## config.mk

```make
export PLATFORM = sky130hd
export DESIGN_NAME = bridge_stat_regs
export DESIGN_NICKNAME = d
export VERILOG_FILES = /design/src/rtl/bsr_pkg.sv /design/src/rtl/bsr_w1c_bank.sv /design/src/rtl/bsr_irq_bank.sv /design/src/rtl/bsr_sysctl.sv /design/src/rtl/bridge_stat_regs.sv
export SDC_FILE = /design/constraint.sdc
export NUM_CORES = 1
export LEC_CHECK = 0
export BUFFER_PORTS_ARGS = -buffer_cell sky130_fd_sc_hd__buf_4
export CORE_ASPECT_RATIO = 0.5
export CORE_MARGIN = 2
export CORE_UTILIZATION = 50
export DETAILED_ROUTE_END_ITERATION = 16
export PLACE_DENSITY = 0.87
export REMOVE_ABC_BUFFERS = 1
export SLEW_MARGIN = 20
export SYNTH_ARGS = -nofsm -noshare
export SYNTH_HDL_FRONTEND = slang
export SYNTH_SLANG_ARGS = --single-unit
```

## constraint.sdc

```tcl
create_clock -name clk -period 3.4 [get_ports clk]
set_clock_uncertainty 0.05 [all_clocks]
set_input_delay 0.68 -clock clk [delete_from_list [all_inputs] [get_ports clk]]
set_output_delay 0.68 -clock clk [all_outputs]
set_load 0.01 [all_outputs]
```

## src/rtl/bsr_pkg.sv

```systemverilog
package bsr_pkg;
   localparam int SYS_W        = 16;
   localparam int DATA_W       = 16;
   localparam int SYS_LOCK_BIT = 14;
   localparam int SYS_RUN_BIT  = 15;
   localparam logic [SYS_W-1:0] SYS_RST_VAL = 16'h4000;
   localparam int IDX_PCI_ERR  = 0;
   localparam int IDX_LB_IRQ   = 1;
   localparam int IDX_SYS      = 2;
   localparam int MASK_LSB     = 8;
endpackage

```

## src/rtl/bsr_w1c_bank.sv

```systemverilog
module bsr_w1c_bank #(
   parameter int N = 4
) (
   input  logic         clk,
   input  logic         rst_n,
   input  logic         clr_en,
   input  logic [N-1:0] clr_bits,
   input  logic [N-1:0] set_bits,
   output logic [N-1:0] stat
);
   logic [N-1:0] stat_d;

   always_comb begin
      stat_d = stat;
      if (clr_en) stat_d = stat_d & ~clr_bits;
      stat_d = stat_d | set_bits;
   end

   always_ff @(posedge clk or negedge rst_n) begin
      if (!rst_n) stat <= '0;
      else        stat <= stat_d;
   end

   a_r7_err_event_wins: assert property (@(posedge clk) disable iff (!rst_n)
      (set_bits != '0) |=> ((stat & $past(set_bits)) == $past(set_bits)));

   a_r2_err_sticky: assert property (@(posedge clk) disable iff (!rst_n)
      (!clr_en && set_bits == '0) |=> $stable(stat));

   a_r3_w1c_only_ones: assert property (@(posedge clk) disable iff (!rst_n)
      (clr_en && set_bits == '0) |=> ((stat & ~$past(stat)) == '0));
endmodule

```

## src/rtl/bsr_irq_bank.sv

```systemverilog
module bsr_irq_bank #(
   parameter int N       = 8,
   parameter bit REG_OUT = 1'b1
) (
   input  logic         clk,
   input  logic         rst_n,
   input  logic         pend_wr,
   input  logic [N-1:0] pend_keep,
   input  logic         mask_wr,
   input  logic [N-1:0] mask_d,
   input  logic [N-1:0] evt,
   output logic [N-1:0] pend,
   output logic [N-1:0] mask,
   output logic         irq
);
   logic [N-1:0] pend_d;
   logic         irq_raw;

   always_comb begin
      pend_d = pend;
      if (pend_wr) pend_d = pend_d & pend_keep;
      pend_d = pend_d | evt;
   end

   always_ff @(posedge clk or negedge rst_n) begin
      if (!rst_n) begin
         pend <= '0;
         mask <= '0;
      end else begin
         pend <= pend_d;
         if (mask_wr) mask <= mask_d;
      end
   end

   assign irq_raw = |(pend & mask);

   generate
      if (REG_OUT) begin : g_irq_reg
         logic irq_q;
         always_ff @(posedge clk or negedge rst_n) begin
            if (!rst_n) irq_q <= 1'b0;
            else        irq_q <= irq_raw;
         end
         assign irq = irq_q;

         a_r6_irq_one_cycle: assert property (@(posedge clk) disable iff (!rst_n)
            ((pend & mask) != '0) |=> irq);
         a_r6_irq_drops: assert property (@(posedge clk) disable iff (!rst_n)
            ((pend & mask) == '0) |=> !irq);
      end else begin : g_irq_comb
         assign irq = irq_raw;
      end
   endgenerate

   a_r7_lb_event_wins: assert property (@(posedge clk) disable iff (!rst_n)
      (evt != '0) |=> ((pend & $past(evt)) == $past(evt)));

   a_r5_pend_sticky: assert property (@(posedge clk) disable iff (!rst_n)
      (!pend_wr && evt == '0) |=> $stable(pend));
endmodule

```

## src/rtl/bsr_sysctl.sv

```systemverilog
module bsr_sysctl
   import bsr_pkg::*;
#(
   parameter logic [SYS_W-1:0] KEY = 16'hA05F
) (
   input  logic             clk,
   input  logic             rst_n,
   input  logic             wr,
   input  logic [1:0]       be,
   input  logic [SYS_W-1:0] wdata,
   output logic [SYS_W-1:0] sys
);
   logic locked;
   logic key_hit;

   assign locked  = sys[SYS_LOCK_BIT];
   assign key_hit = wr && (be == 2'b11) && (wdata == KEY);

   always_ff @(posedge clk or negedge rst_n) begin
      if (!rst_n) begin
         sys <= SYS_RST_VAL;
      end else if (locked) begin
         if (key_hit) sys[SYS_LOCK_BIT] <= 1'b0;
      end else if (wr) begin
         if (be[0]) sys[7:0]  <= wdata[7:0];
         if (be[1]) sys[15:8] <= wdata[15:8];
      end
   end

   a_r9_locked_hold: assert property (@(posedge clk) disable iff (!rst_n)
      (locked && !(wr && be == 2'b11 && wdata == KEY)) |=> $stable(sys));

   a_r9_key_unlocks: assert property (@(posedge clk) disable iff (!rst_n)
      (locked && wr && be == 2'b11 && wdata == KEY)
      |=> (!sys[SYS_LOCK_BIT] && sys[SYS_RUN_BIT] == $past(sys[SYS_RUN_BIT])));

   a_r10_relock: assert property (@(posedge clk) disable iff (!rst_n)
      (!locked && wr && be[1] && wdata[SYS_LOCK_BIT]) |=> sys[SYS_LOCK_BIT]);
endmodule

```

## src/rtl/bridge_stat_regs.sv

```systemverilog
module bridge_stat_regs
   import bsr_pkg::*;
#(
   parameter int               ADDR_W         = 3,
   parameter int               N_PCI_ERR      = 4,
   parameter int               PCI_ERR_LSB    = 12,
   parameter int               N_LB_EVT       = 8,
   parameter bit               IRQ_REGISTERED = 1'b1,
   parameter logic [SYS_W-1:0] UNLOCK_KEY     = 16'hA05F
) (
   input  logic                 clk,
   input  logic                 rst_n,
   input  logic [ADDR_W-1:0]    reg_addr,
   input  logic                 reg_wr,
   input  logic [1:0]           reg_be,
   input  logic [DATA_W-1:0]    reg_wdata,
   output logic [DATA_W-1:0]    reg_rdata,
   input  logic [N_PCI_ERR-1:0] pci_err_evt,
   input  logic [N_LB_EVT-1:0]  lb_evt,
   output logic                 irq,
   output logic                 bus_rst_n
);
   localparam int PCI_ERR_MSB = PCI_ERR_LSB + N_PCI_ERR - 1;

   generate
      if (ADDR_W < 2)
         $error("ADDR_W must cover three register indexes");
      if (PCI_ERR_LSB < 8 || PCI_ERR_MSB > 15)
         $error("PCI error flags must sit inside byte lane 1");
      if (N_LB_EVT < 1 || N_LB_EVT > 8)
         $error("local events must fit in one byte lane");
   endgenerate

   logic                 sel_err, sel_irq, sel_sys;
   logic [N_PCI_ERR-1:0] err_stat;
   logic [N_LB_EVT-1:0]  lb_pend, lb_mask;
   logic [SYS_W-1:0]     sys;

   assign sel_err = (reg_addr == ADDR_W'(IDX_PCI_ERR));
   assign sel_irq = (reg_addr == ADDR_W'(IDX_LB_IRQ));
   assign sel_sys = (reg_addr == ADDR_W'(IDX_SYS));

   bsr_w1c_bank #(.N(N_PCI_ERR)) u_err (
      .clk      (clk),
      .rst_n    (rst_n),
      .clr_en   (reg_wr && sel_err && reg_be[1]),
      .clr_bits (reg_wdata[PCI_ERR_LSB +: N_PCI_ERR]),
      .set_bits (pci_err_evt),
      .stat     (err_stat)
   );

   bsr_irq_bank #(.N(N_LB_EVT), .REG_OUT(IRQ_REGISTERED)) u_irq (
      .clk       (clk),
      .rst_n     (rst_n),
      .pend_wr   (reg_wr && sel_irq && reg_be[0]),
      .pend_keep (reg_wdata[N_LB_EVT-1:0]),
      .mask_wr   (reg_wr && sel_irq && reg_be[1]),
      .mask_d    (reg_wdata[MASK_LSB +: N_LB_EVT]),
      .evt       (lb_evt),
      .pend      (lb_pend),
      .mask      (lb_mask),
      .irq       (irq)
   );

   bsr_sysctl #(.KEY(UNLOCK_KEY)) u_sys (
      .clk   (clk),
      .rst_n (rst_n),
      .wr    (reg_wr && sel_sys),
      .be    (reg_be),
      .wdata (reg_wdata),
      .sys   (sys)
   );

   assign bus_rst_n = sys[SYS_RUN_BIT];

   always_comb begin
      reg_rdata = '0;
      if (sel_err) reg_rdata[PCI_ERR_LSB +: N_PCI_ERR] = err_stat;
      if (sel_irq) begin
         reg_rdata[N_LB_EVT-1:0]        = lb_pend;
         reg_rdata[MASK_LSB +: N_LB_EVT] = lb_mask;
      end
      if (sel_sys) reg_rdata = sys;
   end

   a_r8_bus_reset_tracks: assert property (@(posedge clk) disable iff (!rst_n)
      $rose(bus_rst_n) |-> ($past(reg_wr) && $past(sel_sys)));
endmodule

```

# Word-level counts from Yosys, hierarchy flattened
# Index checks and enable logic that the tools add are counted.
word_totals:
  ff_bits: 37
  elab_cells: 40
  input_bits: 36
op_classes:
  mux: 10
  bitwise: 7
  reduce_logical: 12
  eq_ne: 4
op_table:
  columns: ["operator", "count"]
  rows:
  - ["16-bit two-way mux", 2]
  - ["8-bit bitwise AND", 2]
  - ["16-bit equality test, second input constant", 1]
  - ["8-bit two-way mux", 2]
  - ["15-bit two-way mux", 1]
  - ["1-bit logical AND", 8]
  - ["4-bit two-way mux", 2]
  - ["8-bit OR", 1]
  - ["8-bit OR reduction", 1]
  - ["7-bit two-way mux", 1]
  - ["3-bit AND reduction", 2]
  - ["4-bit bitwise AND", 1]
  - ["4-bit inverter", 1]
  - ["4-bit OR", 1]
  - ["3-bit by 1-bit equality test with 1-bit output, second input constant", 1]
  - ["3-bit by 2-bit equality test with 1-bit output, second input constant", 1]
  - ["3-bit logical NOT", 1]
  - ["2-bit equality test, second input constant", 1]
  - ["1-bit two-way mux", 2]
  - ["1-bit inverter", 1]

# Logic depth before layout (Yosys ltp)
# Gate-level depths: netlist of run 1.
depth:
  ltp_word: 6
  mapped_depth: 6
  mapped_depth_nobuf: 3

# Modules after synthesis
# From an unflattened synthesis of run 1, not the netlist that was laid out.
hier_totals:
  hier_cells: 156
  hier_area_um2: 1855.5
modules_own_cells:
  columns: ["module", "seq_area_each_um2", "cells_each", "area_per_inst_um2", "instances"]
  rows:
  - ["bsr_irq_bank", 425.4, 47, 703.2, 1]
  - ["bsr_sysctl", 401.6, 43, 656.9, 1]
  - ["bridge_stat_regs", 0.0, 54, 350.3, 1]
  - ["bsr_w1c_bank", 100.1, 12, 145.1, 1]

# Worst setup path before layout of run 1
# OpenSTA, ideal clock, no wires.
synth_path:
  path_kind: "input to output"
  start: "in reg_addr[0]"
  end: "out reg_rdata[10]"
  stages: 6
  required_ns: 2.670
  t_arrival_ns: 1.599
  slack_ns: 1.071
  path_cell_list: "buf_6 -> nor2b_1 -> buf_2 -> clkbuf_1 -> a22oi_1 -> nor2_1"
synth_via:
  elab_chain_len: 3
  word_cells_on_any_way: 4
synth_rtl:
  columns: ["item", "line_no", "text"]
  rows:
  - ["from (decl)", "bridge_stat_regs.sv:13", "input logic [ADDR_W-1:0] reg_addr,"]
  - ["3-bit by 1-bit equality test with 1-bit output", "bridge_stat_regs.sv:40", "assign sel_irq = (reg_addr == ADDR_W'(IDX_LB_IRQ));"]
  - ["16-bit two-way mux", "bridge_stat_regs.sv:79", "if (sel_irq) begin"]
  - ["16-bit two-way mux *", "bridge_stat_regs.sv:83", "if (sel_sys) reg_rdata = sys;"]
  - ["to (decl)", "bridge_stat_regs.sv:17", "output logic [DATA_W-1:0] reg_rdata,"]
# Every way passes the cells marked *; elsewhere a longest branch is shown, timed or not.

# Worst setup path after layout of run 1
layout_path:
  start: "in reg_addr[1]"
  end: "out reg_rdata[15]"
layout_via:
  elab_chain_len: 4
  word_cells_on_any_way: 6
layout_rtl:
  columns: ["item", "line_no", "text"]
  rows:
  - ["3-bit logical NOT", "bridge_stat_regs.sv:39", "assign sel_err = (reg_addr == ADDR_W'(IDX_PCI_ERR));"]
  - ["4-bit two-way mux", "bridge_stat_regs.sv:78", "if (sel_err) reg_rdata[PCI_ERR_LSB +: N_PCI_ERR] = err_stat;"]
  - ["16-bit two-way mux", "bridge_stat_regs.sv:79", null]
  - ["16-bit two-way mux *", "bridge_stat_regs.sv:83", null]
# Marked as above.

==> results of run 1 <==
## metrics by stage
stage / cell area (um2) / hold slack, ns / util
final: 2381 / 0.2885 / 0.6784
after global routing: 2381 / 0.3298 / 0.6784
after CTS: 2381 / 0.3148 / 0.6784
after detailed placement: 2280 / 0.4236 / 0.6496
after global placement: 2280 / 0.4166 / 0.6496
after floorplan: 1810 / 0.3344 / -
## kinds of logic (layout without fill, tap and decap cells)
group	count (synthesis)	after routing	share of synthesized area
mux	27	27	0.1759
compound gates	35	35	0.1365
buf+inv	12	63	0.03411
simple gates	46	46	0.1579
flops	37	37	0.4957
## worst max-delay path, delay by kind of cell
| kind | cells | cell delay (ns) |
|---|---|---|
| AOI/OAI and AO/OA | 1 | 0.14 |
| buffers and inverters | 3 | 0.54 |
| and+or+nand+nor | 2 | 0.46 |
## layout make-up
class                   count  area (um2)  area share
repair buffers             54       405.4      0.1703
multi-input cells         108       879.6      0.3694
flip-flops and latches     37       927.1      0.3894
clock buffers               7       96.34     0.04046
well taps                  51       63.81     0.02680
inverters                   1       3.754    0.001576
clock inverters             1       5.005    0.002102
## routing by layer
layer	up-vias	track usage
li1	680	-
met2	43	0.3985
met4	0	0.03692
met1	765	0.3067
met5	-	0
met3	3	0.07063
## worst min-delay path by stage
stage          cells past startpoint       endpoint          start
2_1_floorplan                      0  u_err.stat[0]          rst_n
6_report                           1  u_sys.sys[12]          rst_n
3_3_place_gp                       1  u_err.stat[3]  u_err.stat[3]
4_1_cts                            1   u_sys.sys[5]          rst_n
5_1_grt                            1  u_err.stat[0]          rst_n
3_5_place_dp                       1  u_err.stat[3]  u_err.stat[3]
## synth_stat cells
master | number | share of area
a21o_1 | 12 | 0.048
a21oi_1 | 3 | 0.0080
a22oi_1 | 16 | 0.064
a2bb2oi_1 | 1 | 0.0047
and2_1 | 1 | 0.0033
and2b_1 | 1 | 0.0040
and3b_1 | 1 | 0.0047
and4bb_2 | 1 | 0.0067
buf_2 | 3 | 0.0080
buf_6 | 2 | 0.012
clkbuf_1 | 6 | 0.012
dfrtp_1 | 36 | 0.48
dfstp_2 | 1 | 0.014
inv_1 | 1 | 0.0020
mux2_2 | 15 | 0.090
mux2_4 | 8 | 0.064
mux2i_1 | 4 | 0.021
nand2_1 | 3 | 0.0060
nand3_1 | 4 | 0.011
nand3b_1 | 10 | 0.040
nand3b_4 | 1 | 0.011
nand4_1 | 2 | 0.0067
nor2_1 | 14 | 0.028
nor2b_1 | 1 | 0.0033
o211ai_1 | 1 | 0.0040
o21ai_0 | 1 | 0.0027
o41ai_1 | 1 | 0.0047
or2_2 | 3 | 0.010
or4_1 | 1 | 0.0040
or4b_4 | 1 | 0.0074
or4bb_1 | 2 | 0.012
## power by group
part           leakage [nW]  switching, mW  total, mW  internal (mW)
combinational         0.609         0.0739      0.172         0.0979
sequential            0.428         0.0333      0.510          0.476
clock                0.0542          0.157      0.340          0.183
total                  1.09          0.264       1.02          0.757
## flip-flops by register name, summed over array words and instances, names as in the netlist
name        count
u_irq.irq       1
u_sys.sys      16
u_irq.mask      8
u_irq.pend      8
u_err.stat      4
==> results.py, run 1 <==
metrics = {
    "outcome": {
        "outcome": "complete, no violations",
    },
    "logic_synthesis": {
        "ys_seq_area_frac": 0.4957,
        "netlist_instances": 157,
        "netlist_area_um2": 1871,
        "synth.avg_cell_area_um2": 11.91,
        "synth-seq-cells": 37,
        "yosys_warnings": 0,
        "ys_types": 31,
    },
    "placed_design": {
        "gp_congestion": 0.8141,
        "dp_slack_ns": 0.8577,
        "hpwl_mm": 3.394,
        "portBuffers": 53,
        "place_inst": 251,
    },
    "layout": {
        "fillCellCount": 267,
        "nets": 243,
        "drive_gt1_frac": 0.4423,
        "area_growth_pct": 27.29,
        "antennaDiodeCount": 0,
        "final_cell_mix": "buf_4 (54), dfrtp_1 (36), a22oi_1 (16)",
        "mostFrequentLayoutCell": "buf_4",
        "final_cells": 259,
    },
    "global_route": {
        "grt_pass1_wl_mm": 7.396,
        "antenna_found_initial": 0,
        "grt_pass1_vias": 1447,
        "grt_start_max_net_pins": 38,
        "grt_usage": 0.2317,
        "grt-ovfl-total": 0,
    },
    "die": {
        "io_pins": 54,
        "chipHeight_um": 47.25,
        "fp.dieW_um": 90.50,
        "rows": 15,
        "die_area_um2": 4276,
        "initial_utilization": 0.5330,
        "core_area_um2": 3510,
    },
    "sta": {
        "fmax_mhz": 392.2,
        "rsz0062_at_grt": "no",
        "fin_crit_sh": 0.7500,
        "setup_slack_ns": 0.8500,
        "hold_viol": 0,
        "relSlewSlack": 0.6700,
        "setup_viol": 0,
        "worst_pin_slew_ns": 0.4950,
        "drv_slew": 0,
        "setup-tns-final_ns": 0,
        "finalCriticalPeriod_ns": 2.550,
    },
    "clock_network": {
        "clock_path_buffers": 2,
        "clock_latency_ns": 0.28,
        "cts_max_level": 2,
        "cts-buffers-inserted": 5,
        "clock-root-buffer": "clkbuf_8",
        "cts_tree": "built",
        "clock-sinks": 37,
        "cts_resized": 0,
        "post_cts_buffers": 0,
        "clk_pin_slew_ns": 0.07,
        "hold_buffers": 0,
    },
    "worst_setup_path": {
        "r2r-start": "u_sys.sys[14]",
        "worst-setup-path-type": "input port to primary output",
        "path_max_fanout": 11,
        "endpoint": "reg_rdata[15]",
        "critical-path-max-stage-delay_ns": 0.39,
        "ff2ff_setup_slack_ns": 1.88,
        "crit_required_ns": 2.67,
        "setup.worst_path.start": "reg_addr[1]",
        "crit_top_cell": "buf_4",
        "r2r.worst_path.cells": 2,
        "arrival_ns": 1.82,
        "endpoint_kind": "primary output",
        "cp-start-kind": "input port",
        "crit_chain": "buf_4, nor2b_1, buf_4, nand2_1, a21oi_1, buf_4",
        "cpMaxStageDelayCell": "nor2b_1",
        "r2r-end": "u_sys.sys[7]",
    },
    "min_path": {
        "hold_path.class": "input port to async pin",
    },
    "run": {
        "cap_violations": 0,
    },
    "power_and_ir_drop": {
        "peakVddDrop_mv": 0.1781,
        "powerDensity_nw_per_um2": 429.1,
        "p_leak_nw": 1.091,
        "p_total_mw": 1.022,
    },
    "detailed_routing": {
        "detail_route.vias_per_cell": 5.757,
        "post-route-drc-count": 0,
        "wl_met3_um": 318,
        "top_layer_used": "met4",
        "met1_length_mm": 2.212,
        "wl_per_cell_um": 18.26,
        "wl_met2_mm": 2.184,
        "routed-via-count": 1491,
        "drt_wl_total_mm": 4.729,
        "ant_nets": 0,
        "first_iter_violations": 109,
        "firstDrtPassIters": 4,
    },
}
Power figures use the tool's default switching activity.
==> inputs of run 2 (changes only) <==
- CORE_UTILIZATION: 50 -> 46
- PLACE_DENSITY: 0.87 -> 0.85
- clock period: 3.4 -> 2.26 ns (I/O delays scaled with it)
==> run 2 against run 1 <==
  * Critical path depth is the same
  * Via count shrank 0.94%
  * Worst setup slack lost 0.49 ns
  * Routed wire length shrank 0.19%
  * First-iteration DRC count grew 52%
  * Critical path type unchanged
  * Largest power group unchanged
==> results.py, run 2 (synthesized netlist as in run 1, its figures left out) <==
metrics = {
    "detailed_routing": {
        "post-route-drc-count": 0,
        "wl_per_cell_um": 17.88,
        "detail_route.vias_per_cell": 5.595,
        "routed-via-count": 1477,
        "drt_wl_total_mm": 4.720,
        "firstDrtPassIters": 4,
        "ant_nets": 0,
        "first_iter_violations": 166,
    },
    "sta": {
        "setup_viol": 0,
        "setup-tns-final_ns": 0,
        "hold_viol": 0,
        "finalCriticalPeriod_ns": 1.899,
        "rsz0062_at_grt": "no",
        "whs_ns": 0.07532,
        "relSlewSlack": 0.6831,
        "fmax_mhz": 526.6,
        "worst_pin_slew_ns": 0.4754,
        "fin_crit_sh": 0.8403,
        "drv_slew": 0,
    },
    "die": {
        "core_area_um2": 3904,
        "chipHeight_um": 49.09,
        "initial_utilization": 0.4792,
        "rows": 16,
        "fp.dieW_um": 94.18,
        "die_area_um2": 4623,
        "io_pins": 54,
    },
    "placed_design": {
        "hpwl_mm": 3.361,
        "portBuffers": 53,
        "place_inst": 256,
        "gp_congestion": 0.8920,
    },
    "worst_setup_path": {
        "endpoint_kind": "primary output",
        "cp_top_family": "buffers and inverters",
        "endpoint": "reg_rdata[5]",
        "critical-path-max-stage-delay_ns": 0.21,
        "arrival_ns": 1.40,
        "critical_path_cell_count": 6,
        "ff2ff_setup_slack_ns": 0.72,
        "r2r-start": "u_sys.sys[14]",
        "crit_top_cell": "buf_4",
        "cp_num_buf_inv": 3,
        "r2r-end": "u_sys.sys[1]",
        "path_max_fanout": 13,
        "setup.worst_path.start": "reg_addr[1]",
        "crit_required_ns": 1.76,
        "r2r.worst_path.cells": 2,
        "crit_chain": "buf_4, and2b_1, buf_4, a22oi_1, nor2_1, buf_4",
        "cp-start-kind": "input port",
        "cpMaxStageDelayCell": "a22oi_1",
        "worst-setup-path-type": "input port to primary output",
    },
    "layout": {
        "multiInputGateArea_um2": 879.6,
        "seq_area_um2": 927.1,
        "largest-register": "u_sys.sys",
        "nets": 245,
        "final_cell_mix": "buf_4 (56), dfrtp_1 (36), a22oi_1 (16)",
        "area_growth_pct": 27.29,
        "antennaDiodeCount": 0,
        "final_cells": 264,
        "largest_reg_flops": 16,
        "mostFrequentLayoutCell": "buf_4",
        "drive_gt1_frac": 0.4429,
        "reg_top3": "u_sys.sys: 16 flops, u_irq.mask: 8 flops, u_irq.pend: 8 flops",
        "fillCellCount": 329,
    },
    "global_route": {
        "grt_usage": 0.2197,
        "grt_start_max_net_pins": 38,
        "use_met1": 0.3175,
        "grt-ovfl-total": 0,
        "antenna_found_initial": 0,
        "use_met2": 0.3298,
        "grt_pass1_vias": 1524,
        "grt_pass1_wl_mm": 7.769,
        "gr-usage-met3": 0.06337,
        "top_usage_layer": "met2",
    },
    "clock_network": {
        "clk_pin_slew_ns": 0.07,
        "cts_max_level": 2,
        "post_cts_buffers": 0,
        "cts-buffers-inserted": 5,
        "clock-root-buffer": "clkbuf_8",
        "clock-sinks": 37,
        "clock_latency_ns": 0.28,
        "hold_buffers": 0,
        "cts_resized": 0,
        "cts_tree": "built",
        "clock_path_buffers": 2,
    },
    "outcome": {
        "outcome": "complete, no violations",
    },
    "min_path": {
        "hold_path.class": "input port to async pin",
    },
    "power_and_ir_drop": {
        "peakVddDrop_mv": 0.2749,
        "p_leak_nw": 1.092,
        "powerDensity_nw_per_um2": 618.9,
    },
    "run": {
        "cap_violations": 0,
    },
}
==> run 2: changes by cell type in the layout (fill, tap and decap cells not counted), sizes merged <==
cell,delta
buf,+2
clkbuf,-1
clkinv,+1
==> run 2: layer usage <==
layer | vias to the layer above | wire length [um]
met5 | - | 0
met1 | 745 | 2168
met2 | 53 | 2242
met4 | 0 | 0
met3 | 0 | 309
li1 | 679 | -
==> run 2: layout make-up <==
type / instances / share of cell area
Sequential cell: 37 / 0.3894
Clock buffer: 6 / 0.03048
Inverter: 1 / 0.001576
Timing Repair Buffer: 56 / 0.1766
Multi-Input combinational cell: 108 / 0.3694
Clock inverter: 2 / 0.004204
Tap cell: 54 / 0.02838
==> run 2: power breakdown <==
group          leakage [nW]  switching [mW]  internal (mW)  total, mW
clock network        0.0450           0.233          0.214      0.447
logic                 0.619           0.111          0.150      0.261
registers             0.428          0.0491          0.716      0.766
==> run 2: worst min path at each step <==
stage / slack (ns) / end
global placement: 0.39 / u_sys.sys[15]
floorplan: 0.11 / u_err.stat[0]
CTS: 0.09 / u_irq.mask[0]
detailed placement: 0.39 / u_sys.sys[15]
finish: 0.08 / u_sys.sys[15]
global route: 0.11 / u_sys.sys[13]
==> run 2: stage by stage <==
| step | utilization | area, um2 | power [mW] | setup slack [ns] |
|---|---|---|---|---|
| after global placement | 0.5888 | 2298 | 1.026 | 0.3787 |
| final | 0.6099 | 2381 | 1.474 | 0.3609 |
| after detailed placement | 0.5888 | 2298 | 1.035 | 0.3342 |
| after floorplan | - | 1810 | 0.8846 | 0.3092 |
| after CTS | 0.6099 | 2381 | 1.472 | 0.3797 |
| after global routing | 0.6099 | 2381 | 1.539 | 0.2613 |
==> inputs of run 3 (changes only) <==
- clock period: 2.26 -> 1.5 ns (I/O delays scaled with it)
==> run 3 against run 2 <==
  * The flow now finishes with violations (negative setup slack)
  * Sequential power up 50%
  * Count of clock-buffer cells in the layout up 1
  * Register-to-register slack worse by 0.71 ns
  * First-iteration DRC count down 3.6%
  * Worst setup slack worse by 0.49 ns
  * Largest cell class is now multi-input combinational cells
==> results.py, run 3 (synthesized netlist as in run 1, its figures left out) <==
metrics = {
    "detailed_routing": {
        "drt_wl_total_mm": 6.200,
        "post-route-drc-count": 0,
        "detail_route.vias_per_cell": 5.837,
        "firstDrtPassIters": 4,
        "ant_nets": 0,
        "wl_met3_um": 462,
        "first_iter_violations": 160,
        "routed-via-count": 1716,
        "met1_length_mm": 2.578,
        "wl_per_cell_um": 21.09,
        "wl_met2_mm": 2.997,
        "top_layer_used": "met4",
    },
    "global_route": {
        "grt-ovfl-total": 0,
        "grt_pass1_vias": 1802,
        "grt_start_max_net_pins": 38,
        "grt_usage": 0.2784,
        "antenna_found_initial": 0,
        "grt_pass1_wl_mm": 9.549,
    },
    "sta": {
        "whs_ns": 0.1274,
        "setup_viol": 13,
        "setup_slack_ns": -0.1312,
        "rsz0062_at_grt": "yes",
        "relSlewSlack": 0.6843,
        "finalCriticalPeriod_ns": 1.631,
        "fmax_mhz": 613.0,
        "hold_viol": 0,
        "worst_pin_slew_ns": 0.4735,
        "fin_crit_sh": 1.087,
        "drv_slew": 0,
    },
    "worst_setup_path": {
        "endpoint_kind": "primary output",
        "ff2ff_setup_slack_ns": 0.01,
        "crit_required_ns": 1.15,
        "cp-start-kind": "input port",
        "arrival_ns": 1.28,
        "path_max_fanout": 5,
        "worst-setup-path-type": "input port to primary output",
    },
    "layout": {
        "nets": 275,
        "area_growth_pct": 47.22,
        "antennaDiodeCount": 0,
        "seq_area_um2": 927.1,
        "multiInputGateArea_um2": 963.4,
        "final_cell_mix": "buf_4 (78), dfrtp_1 (36), mux2_2 (15)",
        "drive_gt1_frac": 0.5833,
        "largest_reg_flops": 16,
        "largest-register": "u_sys.sys",
        "reg_top3": "u_sys.sys: 16 flops, u_irq.mask: 8 flops, u_irq.pend: 8 flops",
        "finish.instance_area_um2": 2754,
        "fillCellCount": 246,
        "final_core_util": 0.7054,
        "mostFrequentLayoutCell": "buf_4",
    },
    "die": {
        "fp.dieW_um": 94.18,
        "chipHeight_um": 49.09,
        "initial_utilization": 0.4792,
        "die_area_um2": 4623,
        "rows": 16,
        "io_pins": 54,
        "core_area_um2": 3904,
    },
    "min_path": {
        "hold_path.class": "input port to flip-flop",
    },
    "outcome": {
        "outcome": "finished, violations left",
        "failed_checks": "negative setup slack",
    },
    "clock_network": {
        "cts_max_level": 2,
        "cts-buffers-inserted": 5,
        "clock-sinks": 37,
        "clock_latency_ns": 0.30,
        "clock_path_buffers": 2,
        "cts_tree": "built",
        "clock-root-buffer": "clkbuf_8",
        "clk_pin_slew_ns": 0.08,
    },
    "power_and_ir_drop": {
        "p_leak_nw": 1.266,
        "peakVddDrop_mv": 0.4743,
        "powerDensity_nw_per_um2": 911.0,
    },
    "placed_design": {
        "gp_congestion": 0.8981,
        "portBuffers": 53,
        "hpwl_mm": 3.897,
        "dpl_cell_area_um2": 2419,
    },
    "run": {
        "cap_violations": 0,
    },
}
## run 3: worst paths after layout
kind / depth (start not counted) / from / end
max reg2reg: 2 / u_sys.sys[14] / u_sys.sys[3]
min: 2 / lb_evt[6] / u_irq.pend[6]
max: 6 / reg_addr[1] / reg_rdata[9]
max in group asynchronous: 2 / rst_n / u_sys.sys[14]
min reg2reg: 1 / u_err.stat[2] / u_err.stat[2]
min in group asynchronous: 2 / rst_n / u_err.stat[3]
## run 3: final cells by class
| cell class | count | share of cell area |
|---|---|---|
| repair buffers | 86 | 0.2508 |
| well taps | 54 | 0.02453 |
| clock buffers | 7 | 0.03498 |
| clock inverters | 1 | 0.001817 |
| multi-input cells | 108 | 0.3498 |
| inverters | 1 | 0.001363 |
| flip-flops and latches | 37 | 0.3367 |
## run 3: what timing repair did
action                                 4_1_cts  5_1_grt
endpoints found under the hold margin       36        0
buffers inserted                             7        6
gates resized for setup                     27        1
setup endpoints to repair                   18       24
pin swaps                                    7       14
hold buffers                                 1        0
## run 3: per-stage QoR
| stage | total power, mW | TNS (ns) | worst slack [ns] | std cells |
|---|---|---|---|---|
| after global routing | 2.597 | -1.207 | -0.1648 | 294 |
| after floorplan | 1.333 | -4.020 | -0.2988 | 146 |
| after detailed placement | 1.586 | -2.372 | -0.1809 | 272 |
| after global placement | 1.569 | -1.882 | -0.1573 | 272 |
| final | 2.509 | -0.6143 | -0.1312 | 294 |
| after CTS | 2.445 | -0.3046 | -0.07707 | 288 |
## run 3: report_power, final
| part | switching (mW) | internal [mW] | total, mW |
|---|---|---|---|
| registers | 0.0734 | 1.08 | 1.15 |
| logic | 0.242 | 0.333 | 0.575 |
| clock network | 0.366 | 0.415 | 0.781 |
## run 3: routing by layer
layer  GRT usage  up-vias
met5           0        -
met4     0.09903        0
met3     0.07419       18
met2      0.4476       90
met1      0.3666      868
li1            -      740
## run 3: critical path: stages
cell,delay (ns)
buf_8,0.10
and2b_2,0.27
buf_6,0.16
a22oi_1,0.10
nor2_1,0.19
buf_4,0.16
